<file path="src/rtl/irqs_pkg.sv">
package irqs_pkg;
  localparam int unsigned WORD_W = 32;
  localparam int unsigned SEL_W  = 2;
  localparam int unsigned N_INT  = 2;            // steerable on-chip requests
  localparam int unsigned CTL_W  = 2 + N_INT;    // enables kept in control
  localparam int unsigned STR_W  = N_INT;        // routing bits kept in steer

  // enable bit positions in the control word
  localparam int unsigned CTL_EXT_FIQ  = 0;
  localparam int unsigned CTL_EXT_IRQ  = 1;
  localparam int unsigned CTL_INT_BASE = 2;      // + index: 0 perf mon, 1 bus ctl

  // status bit positions in the source word
  localparam int unsigned SRC_INT_BASE = 28;
  localparam int unsigned SRC_EXT_IRQ  = 30;
  localparam int unsigned SRC_EXT_FIQ  = 31;

  typedef enum logic [SEL_W-1:0] {
    SEL_CTL  = 2'd0,
    SEL_SRC  = 2'd1,
    SEL_STR  = 2'd2,
    SEL_NONE = 2'd3
  } reg_sel_e;

  typedef struct packed {
    logic             ext_fiq;
    logic             ext_irq;
    logic [N_INT-1:0] intl;
  } req_t;
endpackage

</file>
<file path="src/rtl/irqs_rst_sync.sv">
module irqs_rst_sync #(
  parameter int unsigned STAGES = 2
) (
  input  logic clk,
  input  logic arst_n,
  output logic rst_n_o
);
  logic [STAGES-1:0] sync_q;
  logic [STAGES-1:0] sync_d;

  always_comb begin
    sync_d = {sync_q[STAGES-2:0], 1'b1};
  end

  always_ff @(posedge clk or negedge arst_n) begin
    if (!arst_n) sync_q <= '0;
    else         sync_q <= sync_d;
  end

  assign rst_n_o = sync_q[STAGES-1];
endmodule

</file>
<file path="src/rtl/irqs_cfg_regs.sv">
module irqs_cfg_regs
  import irqs_pkg::*;
#(
  parameter int unsigned DW  = WORD_W,
  parameter int unsigned CW  = CTL_W,
  parameter int unsigned SW  = STR_W
) (
  input  logic             clk,
  input  logic             rst_n,
  input  logic             wr_en,
  input  logic [SEL_W-1:0] wr_sel,
  input  logic [DW-1:0]    wr_data,
  output logic [CW-1:0]    ctl_q,
  output logic [SW-1:0]    str_q
);
  logic          ctl_ce, str_ce;
  logic [CW-1:0] ctl_d;
  logic [SW-1:0] str_d;

  // next state: only the implemented low bits are taken
  always_comb begin
    ctl_ce = wr_en && (reg_sel_e'(wr_sel) == SEL_CTL);
    str_ce = wr_en && (reg_sel_e'(wr_sel) == SEL_STR);
    ctl_d  = wr_data[CW-1:0];
    str_d  = wr_data[SW-1:0];
  end

  always_ff @(posedge clk or negedge rst_n) begin
    if (!rst_n) begin
      ctl_q <= '0;
      str_q <= '0;
    end else begin
      if (ctl_ce) ctl_q <= ctl_d;
      if (str_ce) str_q <= str_d;
    end
  end
endmodule

</file>
<file path="src/rtl/irqs_route.sv">
module irqs_route
  import irqs_pkg::*;
(
  input  logic [CTL_W-1:0]  ctl,
  input  logic [STR_W-1:0]  str,
  input  req_t              req,
  output logic [WORD_W-1:0] src_word,
  output logic              irq_nxt,
  output logic              fiq_nxt
);
  logic             ext_fiq_live, ext_irq_live;
  logic [N_INT-1:0] int_live, to_irq, to_fiq;

  assign ext_fiq_live = req.ext_fiq & ctl[CTL_EXT_FIQ];
  assign ext_irq_live = req.ext_irq & ctl[CTL_EXT_IRQ];

  // one gate-and-steer slice per on-chip request
  for (genvar i = 0; i < N_INT; i++) begin : g_int
    assign int_live[i] = req.intl[i] & ctl[CTL_INT_BASE+i];
    assign to_fiq[i]   = int_live[i] &  str[i];
    assign to_irq[i]   = int_live[i] & ~str[i];
  end

  always_comb begin
    src_word = '0;
    src_word[SRC_EXT_FIQ] = ext_fiq_live;
    src_word[SRC_EXT_IRQ] = ext_irq_live;
    for (int i = 0; i < N_INT; i++) begin
      src_word[SRC_INT_BASE+i] = int_live[i];
    end
    irq_nxt = ext_irq_live | (|to_irq);
    fiq_nxt = ext_fiq_live | (|to_fiq);
  end
endmodule

</file>
<file path="src/rtl/irqs_out_reg.sv">
module irqs_out_reg (
  input  logic clk,
  input  logic rst_n,
  input  logic irq_d,
  input  logic fiq_d,
  output logic irq_q,
  output logic fiq_q
);
  logic out_ce;
  assign out_ce = 1'b1;

  always_ff @(posedge clk or negedge rst_n) begin
    if (!rst_n) begin
      irq_q <= 1'b0;
      fiq_q <= 1'b0;
    end else if (out_ce) begin
      irq_q <= irq_d;
      fiq_q <= fiq_d;
    end
  end
endmodule

</file>
<file path="src/rtl/irqs_top.sv">
module irqs_top
  import irqs_pkg::*;
(
  input  logic              clk,
  input  logic              rst_n,
  input  logic              wr_en,
  input  logic [SEL_W-1:0]  wr_sel,
  input  logic [WORD_W-1:0] wr_data,
  input  logic [SEL_W-1:0]  rd_sel,
  output logic [WORD_W-1:0] rd_data,
  input  logic              ext_fiq_req,
  input  logic              ext_irq_req,
  input  logic              pmu_req,
  input  logic              bus_req,
  output logic              irq_o,
  output logic              fiq_o
);
  logic              rst_sync_n;
  logic [CTL_W-1:0]  ctl_q;
  logic [STR_W-1:0]  str_q;
  logic [WORD_W-1:0] src_word;
  logic              irq_nxt, fiq_nxt;
  req_t              req;

  assign req.ext_fiq = ext_fiq_req;
  assign req.ext_irq = ext_irq_req;
  assign req.intl    = {bus_req, pmu_req};

  irqs_rst_sync #(.STAGES(2)) u_rst (
    .clk     (clk),
    .arst_n  (rst_n),
    .rst_n_o (rst_sync_n)
  );

  irqs_cfg_regs u_cfg (
    .clk     (clk),
    .rst_n   (rst_sync_n),
    .wr_en   (wr_en),
    .wr_sel  (wr_sel),
    .wr_data (wr_data),
    .ctl_q   (ctl_q),
    .str_q   (str_q)
  );

  irqs_route u_route (
    .ctl      (ctl_q),
    .str      (str_q),
    .req      (req),
    .src_word (src_word),
    .irq_nxt  (irq_nxt),
    .fiq_nxt  (fiq_nxt)
  );

  irqs_out_reg u_out (
    .clk   (clk),
    .rst_n (rst_sync_n),
    .irq_d (irq_nxt),
    .fiq_d (fiq_nxt),
    .irq_q (irq_o),
    .fiq_q (fiq_o)
  );

  always_comb begin
    rd_data = '0;
    unique case (reg_sel_e'(rd_sel))
      SEL_CTL:  rd_data[CTL_W-1:0] = ctl_q;
      SEL_STR:  rd_data[STR_W-1:0] = str_q;
      SEL_SRC:  rd_data = src_word;
      default:  rd_data = '0;
    endcase
  end
endmodule

</file>
<file path="config.mk">
export PLATFORM = sky130hd
export DESIGN_NAME = irqs_top
export DESIGN_NICKNAME = d
export VERILOG_FILES = /design/src/rtl/irqs_pkg.sv /design/src/rtl/irqs_rst_sync.sv /design/src/rtl/irqs_cfg_regs.sv /design/src/rtl/irqs_route.sv /design/src/rtl/irqs_out_reg.sv /design/src/rtl/irqs_top.sv
export SDC_FILE = /design/constraint.sdc
export NUM_CORES = 1
export LEC_CHECK = 0
export ABC_CLOCK_PERIOD_IN_PS = 1000
export BUFFER_PORTS_ARGS = -buffer_cell sky130_fd_sc_hd__buf_2
export CORE_AREA = 3 3 48 50
export DETAILED_ROUTE_END_ITERATION = 6
export DIE_AREA = 0 0 51 53
export PLACE_DENSITY = 0.85
export SYNTH_ARGS = -nofsm -noshare
export SYNTH_HDL_FRONTEND = slang
export SYNTH_SLANG_ARGS = --single-unit
</file>
<file path="constraint.sdc">
create_clock -name clk -period 1 [get_ports clk]
set_input_delay 0.1 -clock clk [delete_from_list [all_inputs] [get_ports clk]]
set_output_delay 0.1 -clock clk [all_outputs]
set_load 0.005 [all_outputs]
</file>
# Yosys cells after proc, flatten, opt, wreduce, memory -nomap -nowiden
# Cells that the tools add are included.
[totals]
ff_bits = 10
input_bits = 43
[classes]
n_reduce_logical = 6
eq_ne = 3
muxes = 3
bitwise_logic = 12
[ops]
columns = ["op", "n"]
rows = [
  ["$mux 28", 1],
  ["$and 1x1->1", 8],
  ["$eq 2x2->1 const B", 2],
  ["$logic_not 2->1", 2],
  ["$pmux 2 s2", 1],
  ["$reduce_or 2->1", 2],
  ["$eq 2x1->1 const B", 1],
  ["$logic_and 1x1->1", 2],
  ["$mux 2", 1],
  ["$not 1->1", 2],
  ["$or 1x1->1", 2],
]

# Longest topological paths before layout
[logic_depth]
ltp_word = 4
mapped_depth = 2

# Hierarchy
# From an unflattened synthesis, not the netlist that was laid out.
[hier_totals]
cells_unflattened = 100
hier_area_um2 = 1007.2
[by_module_without_submodules]
columns = ["mod", "cells_each", "area_each_um2", "instances", "seq_area_each_um2"]
rows = [
  ["irqs_top", 42, 375.4, 1, 0.0],
  ["irqs_route", 39, 284.0, 1, 0.0],
  ["irqs_cfg_regs", 14, 244.0, 1, 150.1],
  ["irqs_rst_sync", 3, 53.8, 1, 50.0],
  ["irqs_out_reg", 2, 50.0, 1, 50.0],
]

# Worst setup path before layout
# No wires, ideal clock.
[synth_timing]
path_kind = "in2reg"
startpoint = "input wr_sel[1]"
endpoint = "register u_cfg.ctl_q[0]"
arrival_time_ps = 685
cell_stages = 2
setup_time_ps = 125
slack_ps = 190
path_buffers = 0
required_ps = 875
cell_sequence = "nor3b_4 > mux2_2"
[synth_via]
elab_chain_len = 2
[synth_lines]
columns = ["element", "line_no", "rtl"]
rows = [
  ["start: declaration", "irqs_top.sv:7", "input logic [SEL_W-1:0] wr_sel,"],
  ["$logic_not 2->1", "irqs_cfg_regs.sv:22", "ctl_ce = wr_en && (reg_sel_e'(wr_sel) == SEL_CTL);"],
  ["$logic_and 1x1->1", "irqs_cfg_regs.sv:22", ""],
  ["end signal: assignment", "irqs_cfg_regs.sv:33", "if (ctl_ce) ctl_q <= ctl_d;"],
  ["end: declaration", "irqs_cfg_regs.sv:13", "output logic [CW-1:0] ctl_q,"],
]
# No other way between the ends.
# A chain may end at the register's enable or synchronous reset.

# Worst setup path in the final report
[layout_timing]
startpoint = "register u_cfg.ctl_q[2]"
endpoint = "output rd_data[2]"
[layout_via]
elab_chain_len = 1
[layout_lines]
columns = ["element", "line_no", "rtl"]
rows = [
  ["$mux 2", "irqs_top.sv:65", "unique case (reg_sel_e'(rd_sel))"],
  ["end: declaration", "irqs_top.sv:10", "output logic [WORD_W-1:0] rd_data,"],
]
# No other way between the ends.

==> impl_metrics.toml <==
[timing]
clock-skew-final_ns = 0.00365
hold_viol = 0
period_needed_ns = 1.11
layout_setup_ws_ns = -0.114
grt_setup_unrepaired = "yes"
finalCritPeriodShare = 1.11
fin_tns_setup_ns = -0.421
max_freq_ghz = 0.897
setup_viol = 8
slew_violations = 0

[power_and_ir_drop]
seqPwrFrac = 0.438
p_switching_w = 0.000323
power.internal_w = 0.000863
swShare = 0.272
combPwrFrac = 0.257
irDropWorstVdd_mv = 0.910
power_w = 0.00119
pwr_density_cell_nw_per_um2 = 1480
leakage_nw = 0.436
p_clk_frac = 0.304

[critical_path]
end_kind = "primary output"
rr_startpoint = "u_cfg.str_q[0]"
worstPathArrival_ns = 1.01
critical_path.startpoint_type = "register"
rr_endpoint = "u_cfg.str_q[0]"
cp_top_family = "flip-flops"
worstPathMaxFanout = 4
worstPathRequired_ns = 0.90
r2r_cells = 2
critPathKind = "reg -> out"
cp_cell_sequence = "nor3b_2 -> buf_2"
reg2reg_setup_slack_ns = 0.09
cp_slowest_cell = "dfrtp_1"
path_buf_inv = 1
slowest_delay_ns = 0.39

[hold_path]
hp-class = "in -> reg"
hold-path-endpoint = "u_cfg.ctl_q[2]"
min_path_cells = 2
worstHoldStart = "wr_data[2]"

[final_layout]
fin_util = 0.411
diodes = 0
area_growth_pct = 25.8
multi_input_comb_area_um2 = 303
seq_area_um2 = 250
nFillCells = 182
drive_gt1_frac = 0.454
finalNonFillerCells = 124
nets = 141

[synth]
synthTopCellsByCount = "buf_4, dfrtp_1, mux2_2, nor2_1, nand2_1"
netlist_instances = 63
netlist_top_cells_area = "dfrtp_1, buf_4, mux2_2"
post_synth.cell_area_avg_um2 = 10.1
syn-cell-area_um2 = 634
synth_top_cell_by_area = "dfrtp_1"
yosysSeqAreaShare = 0.394
synth_flop_cell = "dfrtp_1"
async_flop_share = 1.00
synth.most_common_cell = "buf_4"
ys_ff_latch = 10
ys_warn_count = 0
synth_edf_count = 0
synth_cell_types = 13
yosysTopAreaCellShare = 0.394

[grt]
grt_pass1_wl_um = 2030
antenna_found_initial = 0
grt_max_degree = 9
grt_pass1_vias = 453
grt-ovfl-total = 0
grt_usage = 0.102

[floorplanning]
die_y_um = 53
core_area_um2 = 1940
start_util = 0.327
row_count = 16
die_w_um = 51
dieArea_um2 = 2700
ios = 77

[drt]
first_pass_iters = 4
antenna_left = 0
routedWlPerCell_um = 10.4
vias = 501
drt_iter0_markers = 5
drc = 0
wirelength_um = 1290
via_per_inst = 4.04

[place]
pre_cts_slack_ns = 0.00225
place_congestion = 0.818
dp.cells = 113
io_buffers = 24

[clock_tree]
htree_levels = 1
cts_tree = "yes"
root_buffer = "clkbuf_4"
cts_buffers = 3
clock_path_buffers = 2
clock_sinks = 10
clock_latency_ns = 0.26
path_clk_slew_ns = 0.07

[flow_run]
max_cap_viol_count = 0

[outcome]
status = "complete, but fails checks"
violations = "setup timing"
## power groups by stage
stage	clock [W]	sequential, W	combinational [W]
after detailed placement	0	0.000537	0.000225
after global routing	0.000385	0.000531	0.000340
after CTS	0.000361	0.000519	0.000295
final	0.000361	0.000520	0.000305
after global placement	0	0.000531	0.000219
after floorplan	0	0.000523	0.000196
## metal layers
metal / up-vias / track usage / routed length (um)
met1: 234 / 0.0983 / 432
met2: 40 / 0.206 / 684
met4: 0 / 0.0404 / 13
li1: 225 / - / -
met3: 2 / 0.0225 / 156
met5: - / 0 / 0
## cells in the final DEF, fill, tap and decap left out, drive strengths merged, types with 2 or more instances in the layout
| cell | netlist | routed |
|---|---|---|
| nand2 | 4 | 4 |
| nor2 | 6 | 6 |
| nand3 | 3 | 3 |
| clkbuf | 0 | 4 |
| mux2 | 6 | 6 |
| nor3b | 3 | 3 |
| mux2i | 2 | 2 |
| conb | 2 | 25 |
| buf | 24 | 30 |
| dfrtp | 10 | 10 |
## registers in the layout (all words and copies together), names as in the netlist
| signal | count |
|---|---|
| u_out.irq_q | 1 |
| u_cfg.str_q | 2 |
| u_rst.sync_q | 2 |
| u_out.fiq_q | 1 |
| u_cfg.ctl_q | 4 |
## per-stage QoR
step / cell area (um2) / hold WS (ns)
floorplan: 721 / -0.196
global placement: 694 / -0.114
detailed placement: 694 / -0.111
CTS: 791 / 0.0664
global route: 798 / 0.0800
finish: 798 / 0.0752
## worst reg2reg max path: cells and delay by family (launching register included)
| family | cells | cell delay, ns |
|---|---|---|
| flip-flops | 1 | 0.39 |
| multiplexers | 1 | 0.26 |
| buffers and inverters | 1 | 0.15 |
## worst max path at each step
| stage | slack (ns) | startpoint | endpoint | depth (start not counted) |
|---|---|---|---|---|
| after global placement | 0.03 | wr_sel[1] | u_cfg.ctl_q[3] | 3 |
| final | -0.11 | u_cfg.ctl_q[2] | rd_data[2] | 2 |
| after detailed placement | 0.002 | wr_sel[1] | u_cfg.ctl_q[0] | 3 |
| after global routing | -0.18 | u_cfg.ctl_q[0] | rd_data[0] | 3 |
| after CTS | -0.09 | u_cfg.ctl_q[2] | rd_data[2] | 2 |
| after floorplan | 0.19 | wr_sel[1] | u_cfg.ctl_q[0] | 2 |
## layout make-up
type                    count  area share
flip-flops and latches     10       0.313
clock buffers               4      0.0455
well taps                  27      0.0423
multi-input cells          52       0.379
repair buffers             31       0.219
## repair_timing
item	CTS	global route
buffers inserted	5	1
pin swaps	3	1
endpoints found under the hold margin	2	0
hold buffers	1	0
gates resized for setup	3	0
gates cloned	0	0
endpoints found under the setup margin	8	8
## logic make-up (layout without fill, tap and decap cells)
family / count (synthesis) / after routing / synth area share
muxes: 8 / 8 / 0.138
and+or+nand+nor: 18 / 18 / 0.158
DFF: 10 / 10 / 0.394
buffers and inverters: 24 / 35 / 0.284
other: 2 / 25 / 0.0118
AOI/OAI and AO/OA: 1 / 1 / 0.0138
Power figures use the tool's default switching activity.
